**src/rtl/pwm_chan_pkg.sv**
```systemverilog
// Package pwm_chan_pkg
// Shared widths and reset constants for the PWM channel output block.
// Assumes a 16-bit phase space and a 4-bit resolution select.
package pwm_chan_pkg;
    localparam int unsigned PHASE_W = 16;
    localparam int unsigned RES_W   = $clog2(PHASE_W);

    typedef logic [PHASE_W-1:0] phase_t;

    // Reset value of the duty shadow: just under half a cycle.
    localparam phase_t DUTY_RESET  = phase_t'({1'b0, {(PHASE_W-1){1'b1}}});
    localparam phase_t DELAY_RESET = '0;
endpackage

```
**src/rtl/pwm_res_mask.sv**
```systemverilog
// Module pwm_res_mask
// Turns a logarithmic resolution select into a bit mask that keeps the
// (res_sel+1) most significant bits of a W-bit operand.
// Assumes res_sel never exceeds W-1. Purely combinational.
module pwm_res_mask #(
    parameter int unsigned W     = 16,
    parameter int unsigned RES_W = $clog2(W)
) (
    input  logic [RES_W-1:0] res_sel,
    output logic [W-1:0]     mask
);
    // One comparator per bit: bit i is kept when its distance from the MSB fits the select.
    for (genvar i = 0; i < W; i++) begin : g_bit
        assign mask[i] = (RES_W'(W - 1 - i) <= res_sel);
    end
endmodule

```
**src/rtl/pwm_shadow.sv**
```systemverilog
// Module pwm_shadow
// Holds the duty value and phase offset used by the compare. Both load
// only at a clock edge where the cycle-start strobe is high.
// Assumes a synchronous active-low reset.
module pwm_shadow #(
    parameter int unsigned   W         = 16,
    parameter logic [W-1:0]  DUTY_RST  = '0,
    parameter logic [W-1:0]  DELAY_RST = '0
) (
    input  logic         clk,
    input  logic         rst_n,
    input  logic         load,
    input  logic [W-1:0] duty_in,
    input  logic [W-1:0] delay_in,
    output logic [W-1:0] duty_q,
    output logic [W-1:0] delay_q
);
    // Capture the new cycle's settings on the strobe, otherwise hold.
    always_ff @(posedge clk) begin
        if (!rst_n) begin
            duty_q  <= DUTY_RST;
            delay_q <= DELAY_RST;
        end else if (load) begin
            duty_q  <= duty_in;
            delay_q <= delay_in;
        end
    end
endmodule

```
**src/rtl/pwm_phase_cmp.sv**
```systemverilog
// Module pwm_phase_cmp
// Offsets the shared phase by the channel's delay, modulo 2^W, then
// compares the masked result against the masked duty value.
// Assumes mask is a contiguous run of ones from the MSB. Combinational.
module pwm_phase_cmp #(
    parameter int unsigned W = 16
) (
    input  logic [W-1:0] phase,
    input  logic [W-1:0] delay,
    input  logic [W-1:0] duty,
    input  logic [W-1:0] mask,
    output logic         active
);
    logic [W-1:0] rel_pos;

    // Position within the channel's own shifted cycle, truncated to the resolution.
    always_comb begin
        rel_pos = (phase - delay) & mask;
        active  = rel_pos < (duty & mask);
    end
endmodule

```
**src/rtl/pwm_chan_out.sv**
```systemverilog
// Module pwm_chan_out
// One PWM output channel. The duty and offset pass through shadow
// registers loaded on the cycle-start strobe. A masked phase compare sets
// the raw pulse, which is gated by the enable, flipped by the invert bit
// and registered onto the pin.
// Assumes the phase input comes from a shared free-running counter.
module pwm_chan_out
    import pwm_chan_pkg::*;
#(
    parameter int unsigned W     = PHASE_W,
    parameter int unsigned RES_W = $clog2(W)
) (
    input  logic             clk,
    input  logic             rst_n,
    input  logic [W-1:0]     phase,
    input  logic             cycle_start,
    input  logic [RES_W-1:0] res_sel,
    input  logic             chan_en,
    input  logic             invert,
    input  logic [W-1:0]     delay_in,
    input  logic [W-1:0]     duty_in,
    output logic             pwm_out
);
    localparam logic [W-1:0] DUTY_RST = {1'b0, {(W-1){1'b1}}};

    logic [W-1:0] duty_q;
    logic [W-1:0] delay_q;
    logic [W-1:0] mask;
    logic         active;
    logic         pin_d;

    pwm_shadow #(
        .W(W), .DUTY_RST(DUTY_RST), .DELAY_RST('0)
    ) u_shadow (
        .clk      (clk),
        .rst_n    (rst_n),
        .load     (cycle_start),
        .duty_in  (duty_in),
        .delay_in (delay_in),
        .duty_q   (duty_q),
        .delay_q  (delay_q)
    );

    pwm_res_mask #(.W(W), .RES_W(RES_W)) u_mask (
        .res_sel (res_sel),
        .mask    (mask)
    );

    pwm_phase_cmp #(.W(W)) u_cmp (
        .phase  (phase),
        .delay  (delay_q),
        .duty   (duty_q),
        .mask   (mask),
        .active (active)
    );

    // Gate by enable, then apply polarity.
    always_comb pin_d = (chan_en & active) ^ invert;

    // Register the pin so it never carries compare glitches.
    always_ff @(posedge clk) begin
        if (!rst_n) pwm_out <= 1'b0;
        else        pwm_out <= pin_d;
    end
endmodule

```
**config.mk**
```make
export PLATFORM = sky130hd
export DESIGN_NAME = pwm_chan_out
export DESIGN_NICKNAME = d
export VERILOG_FILES = /design/src/rtl/pwm_chan_pkg.sv /design/src/rtl/pwm_res_mask.sv /design/src/rtl/pwm_shadow.sv /design/src/rtl/pwm_phase_cmp.sv /design/src/rtl/pwm_chan_out.sv
export SDC_FILE = /design/constraint.sdc
export NUM_CORES = 1
export LEC_CHECK = 0
export ABC_AREA = 1
export ABC_CLOCK_PERIOD_IN_PS = 7730
export CORE_MARGIN = 4
export CORE_UTILIZATION = 40
export DETAILED_ROUTE_END_ITERATION = 10
export GPL_TIMING_DRIVEN = 1
export PLACE_DENSITY = 0.66
export SETUP_SLACK_MARGIN = 0.15
export SKIP_CTS_REPAIR_TIMING = 1
export SLEW_MARGIN = 40
export SYNTH_ARGS = -nofsm -noshare
export SYNTH_HDL_FRONTEND = slang
export SYNTH_SLANG_ARGS = --single-unit
```
**constraint.sdc**
```tcl
create_clock -name clk -period 7.73 [get_ports clk]
set_clock_uncertainty 0.05 [all_clocks]
set_input_delay 2.319 -clock clk [delete_from_list [all_inputs] [get_ports clk]]
set_output_delay 2.319 -clock clk [all_outputs]
set_load 0.03 [all_outputs]
```
==> results of run 1 <==
flip-flops by register name, indices dropped and copies added, names as in the netlist:
register	flops
u_shadow.delay_q	16
pwm_out	1
u_shadow.duty_q	16
area by class of cell:
cell class | count | area [sq um]
clock buffer | 7 | 96.34
clock inverter | 1 | 5.005
multi-input combinational | 292 | 1659
fill | 636 | 2784
timing repair buffer | 58 | 573.1
tap | 75 | 93.84
sequential | 33 | 660.6
inverter | 41 | 153.9
cells by family after synthesis:
kind of cell / count (synthesis)
AND/OR/NAND/NOR: 164
AO/OA/AOI/OAI: 96
buffers and inverters: 51
flip-flops: 33
adder cells (fa/ha/maj): 31
XOR/XNOR: 1
per-stage QoR:
step	cells	setup WS, ns	util	total power, mW	hold slack, ns
after floorplan	376	3.197	-	0.3119	0.3725
after global placement	499	2.568	0.5220	0.3701	0.3868
after detailed placement	499	2.476	0.5212	0.3728	0.3903
after CTS	507	2.791	0.5380	0.5230	0.4109
after global routing	507	2.575	0.5380	0.5590	0.4293
final	507	2.764	0.5380	0.5173	0.4068
cell usage in the layout, fill, tap and decap left out, types with 3 or more instances in the layout:
cell	count
a21boi_1	4
a21oi_1	44
a21oi_2	3
clkbuf_8	7
clkdlybuf4s50_1	56
dfxtp_1	33
ha_1	30
inv_1	39
nand2_1	89
nand2_2	5
nand3_1	26
nand4_1	3
nor2_1	24
nor3_1	5
o21ai_0	32
o21ai_2	4
worst reg2reg max path: cells and delay by family, from the launching register on:
kind | cells | cell delay, ns
AO/OA/AOI/OAI | 3 | 0.61
adder cells (fa/ha/maj) | 3 | 0.90
buffers and inverters | 3 | 0.20
flip-flops | 1 | 0.33
AND/OR/NAND/NOR | 7 | 0.62
power by group through the flow:
stage               logic, mW  clock network, mW  registers (mW)
finish                  0.183              0.147           0.187
global route            0.210              0.161           0.189
CTS                     0.184              0.152           0.187
detailed placement      0.182                  0           0.191
global placement        0.179                  0           0.191
floorplan               0.121                  0           0.191
layer usage:
layer	vias up	routed length, microns
met4	0	151
li1	1372	-
met3	10	356
met5	-	0
met2	59	2747
met1	1101	2998
how the worst max path moves through the flow:
| stage | from | endpoint | slack, ns |
|---|---|---|---|
| after detailed placement | phase[0] | pwm_out | 2.48 |
| final | phase[0] | pwm_out | 2.76 |
| after floorplan | phase[0] | pwm_out | 3.20 |
| after global placement | phase[0] | pwm_out | 2.57 |
| after CTS | phase[0] | pwm_out | 2.79 |
| after global routing | phase[0] | pwm_out | 2.58 |
==> flow_summary.ini, run 1 <==
[min_path]
min_from = u_shadow.duty_q[13]
whs_path_depth = 2
hold_path.class = flop to flop
min_to = u_shadow.duty_q[13]

[yosys]
synth_xor_area_frac = 0.003481
synth-adder-area-share = 0.1571
async_flop_share = 0
synth_area_per_cell_sq_um = 6.692
synthCells = 376
synth_seq_cells = 33
synth_top_family_by_area = simple AND/OR/NAND/NOR gates
syn_nets = 464
synth_top_area_share = 0.2626
yosys.area_share.simple = 0.2859
synth_edf_count = 0
synth_compound_gate_area_share = 0.2128
synthTopCellsByCount = 89 x nand2_1, 44 x a21oi_1, 39 x inv_1
synth_mux_area_frac = 0
syn_area_sq_um = 2516
yosys_warnings = 0
yosys-top-cells-area = dfxtp_1 26%, ha_1 15%, nand2_1 13%
yosysTopAreaCell = dfxtp_1
synth_most_common_cell = nand2_1
seq_area_frac_synth = 0.2626
ys.flop_type = dfxtp_1
ys_types = 35

[timing]
drv_slew = 0
slew_headroom = 0.6290
fmax_mhz = 201.4
tns_ns = 0
period_needed_ns = 4.966
rsz0062_at_grt = no
worst_slew_pin_slew_ns = 0.5547
setup_viol = 0
finalHoldViolations = 0
finalCritPeriodShare = 0.6424

[setup_path]
crit_path_start_kind = primary input
worstSetupPathType = primary input to flop
crit_slowest_cell = fa_1
crit_required_ns = 7.86
critPathMaxStageDelay_ns = 0.44
cp.arrival_ns = 5.10
rr_worst_depth = 16
rr_startpoint = u_shadow.delay_q[0]
end_kind = flop
ff2ff_setup_slack_ns = 4.92
crit_fanout = 5
cp_common_cell = inv_1
rr_endpoint = pwm_out
cp_num_buf_inv = 5
cp.depth = 18
crit_chain = clkdlybuf4s50_1 > inv_1 > ha_1 > inv_1 > fa_1 > a21oi_1 > nand3b_1 > nand3_1 > a21oi_1 > ha_1 > nand2_1 > inv_1 > nand3_1 > inv_1 > a21oi_1 > nand3_1 > nand2_1 > nor2_1
critical-path-top-delay-family = adder cells

[grt]
grtUsageMet2 = 0.2801
grt_max_degree = 48
grt_use_met1 = 0.2180
met3_usage = 0.02838
antenna_found_initial = 0
grt-ovfl-total = 0
globalRoute.busiestLayer = met2
grt_pass1_wl_microns = 10470
grt_use_total = 0.1704
grt_pass1_vias = 2429

[pwr]
pwr-share-clk = 0.284
pwr-share-comb = 0.354
switchingPower_mw = 0.1727
p_leak_nw = 1.478
power.density_nw_per_um2 = 159.6
pwr-share-seq = 0.362
internal-power_mw = 0.3447
p_sw_frac = 0.3337
peakVddDrop_uv = 65.17

[clock_tree]
path_clk_slew_ns = 0.07
htree_levels = 2
cts-root-buf = clkbuf_8
cts_max_path_buffers = 2
cts_sinks = 33
numCtsBuffers = 5
clock_latency_ns = 0.29
tritoncts = done

[cells_and_area]
area_growth_syn_to_layout_pct = 28.84
fin_nets = 519
drive_above_1_share = 0.06944
antenna_cells = 0
design_area_sq_um = 3242

[placement]
io_buffers = 57
dp_hpwl_microns = 4965
placed_cell_area_sq_um = 3141
gp_congestion = 0.9218

[route]
wl_per_cell_microns = 12.34
vias = 2542
dr.pass1.iters = 4
routed_wirelength_microns = 6255
routed_via_density = 5.014
drc_errors = 0
drtIter0Drc = 115
postRouteAntennaNets = 0

[floorplan]
core_sq_um = 6026
die_y_microns = 87.31
pin_count = 58
rows = 28
die_x_microns = 87.31
initial_core_util = 0.4176
dieArea_sq_um = 7623

[outcome]
outcome = complete, no violations

[job]
drv_cap = 0
Note: power is estimated with default switching activity, not from simulation.
==> run 2: changes to the inputs <==
- ABC_CLOCK_PERIOD_IN_PS: 7730 -> 4850
- clock period: 7.73 -> 4.85 ns (I/O delays scaled with it)
==> flow_summary.ini, run 2 (synthesized netlist as in run 1, its figures left out) <==
[outcome]
outcome = complete, no violations

[clock_tree]
tritoncts = done
cts_max_path_buffers = 2
cts_sinks = 33
path_clk_slew_ns = 0.06
clock_latency_ns = 0.29
cts-root-buf = clkbuf_8
htree_levels = 2
numCtsBuffers = 5

[grt]
grt_pass1_vias = 2432
grt_use_total = 0.1663
grt_max_degree = 35
grt_pass1_wl_microns = 10230
grt-ovfl-total = 0
antenna_found_initial = 0

[cells_and_area]
fin_util = 0.5368
drive_above_1_share = 0.06944
final.fill_count = 643
fin_nets = 520
antenna_cells = 0
final_common_cell = nand2_1
largestRegisters = u_shadow.delay_q (16), u_shadow.duty_q (16), pwm_out (1)
area_growth_syn_to_layout_pct = 28.54
layout_common_cells = 89 x nand2_1, 56 x clkdlybuf4s50_1, 44 x a21oi_1

[timing]
tns_ns = 0
period_needed_ns = 4.084
worst_slack_ns = 0.7661
fmax_mhz = 244.9
drv_slew = 0
rsz0062_at_grt = no
slew_headroom = 0.6541
finalCritPeriodShare = 0.8420
setup_viol = 0
finalHoldViolations = 0
worst_slew_pin_slew_ns = 0.5188

[setup_path]
crit_start = phase[0]
crit_chain = clkdlybuf4s50_1 > inv_1 > ha_1 > inv_1 > fa_1 > a21oi_1 > nand3b_1 > nand3_1 > a21oi_1 > ha_1 > nand2_1 > inv_1 > nand3_1 > inv_1 > a21oi_1 > nand3_1 > nand2_1 > nor2_1
ff2ff_setup_slack_ns = 2.06
rr_startpoint = u_shadow.delay_q[0]
cp_num_buf_inv = 5
worstSetupPathType = primary input to flop
critPathMaxStageDelay_ns = 0.44
cp.arrival_ns = 4.22
end_kind = flop
crit_path_start_kind = primary input
crit_fanout = 5
crit_slowest_cell = fa_1
critical-path-top-delay-family = adder cells
cp_common_cell = inv_1
crit_required_ns = 4.98

[pwr]
power_mw = 0.7965
peakVddDrop_uv = 156.7
power.density_nw_per_um2 = 246.3
p_leak_nw = 1.472

[job]
drv_cap = 0

[placement]
gp_congestion = 0.9112
place_ws_ns = 0.4678
dp_hpwl_microns = 4904
io_buffers = 57

[floorplan]
die_x_microns = 87.31
dieArea_sq_um = 7623
rows = 28
pin_count = 58
initial_core_util = 0.4176
core_sq_um = 6026
die_y_microns = 87.31

[route]
routed_wirelength_microns = 6058
drtIter0Drc = 95
dr.pass1.iters = 4
vias = 2514
routed_via_density = 4.959
drc_errors = 0
wl_per_cell_microns = 11.95
postRouteAntennaNets = 0

[min_path]
hold_path.class = flop to flop
min_from = u_shadow.duty_q[13]
[run 2: cell types whose count changed in the layout (fill, tap and decap cells not counted), sizes merged]
cell	previous run	this run
buf	2	3
clkinv	1	0
[run 2: area by class of cell]
type	count	area [sq um]	share of cell area
clock buffer	7	86.33	0.02669
inverter	41	153.9	0.04758
multi-input combinational	292	1659	0.5130
sequential	33	660.6	0.2043
tap	75	93.84	0.02901
timing repair buffer	59	580.6	0.1795
[run 2: worst min-delay path, delay by kind of cell, from the launching register on]
family / cells / cell delay, ns
flops: 1 / 0.32
simple gates: 2 / 0.10
[run 2: path summary, 6_finish.rpt]
path	to	cells past startpoint
worst min-delay path	u_shadow.duty_q[13]	2
worst max register to register	pwm_out	16
worst max-delay path	pwm_out	18
worst min register to register	u_shadow.duty_q[13]	2
[run 2: per-stage QoR]
| stage | hold slack [ns] | std cells | cell area [sq um] |
|---|---|---|---|
| after floorplan | 0.3725 | 376 | 2516 |
| after global placement | 0.3868 | 500 | 3153 |
| after detailed placement | 0.3878 | 500 | 3148 |
| after CTS | 0.4045 | 507 | 3234 |
| after global routing | 0.4262 | 507 | 3234 |
| final | 0.4011 | 507 | 3234 |
[run 2: per-layer routing]
| metal | wire length, microns | share of wire | track usage | vias up |
|---|---|---|---|---|
| li1 | - | - | - | 1379 |
| met1 | 2966 | 0.49 | 0.2147 | 1064 |
| met2 | 2563 | 0.42 | 0.2726 | 64 |
| met3 | 419 | 0.069 | 0.03690 | 7 |
| met4 | 109 | 0.018 | 0.05579 | 0 |
| met5 | 0 | 0 | 0 | - |
[run 2: power breakdown]
| group | total [mW] | internal, mW | switching, mW |
|---|---|---|---|
| clock | 0.209 | 0.112 | 0.0970 |
| sequential | 0.298 | 0.291 | 0.00724 |
| combinational | 0.289 | 0.130 | 0.159 |
| total | 0.797 | 0.533 | 0.263 |
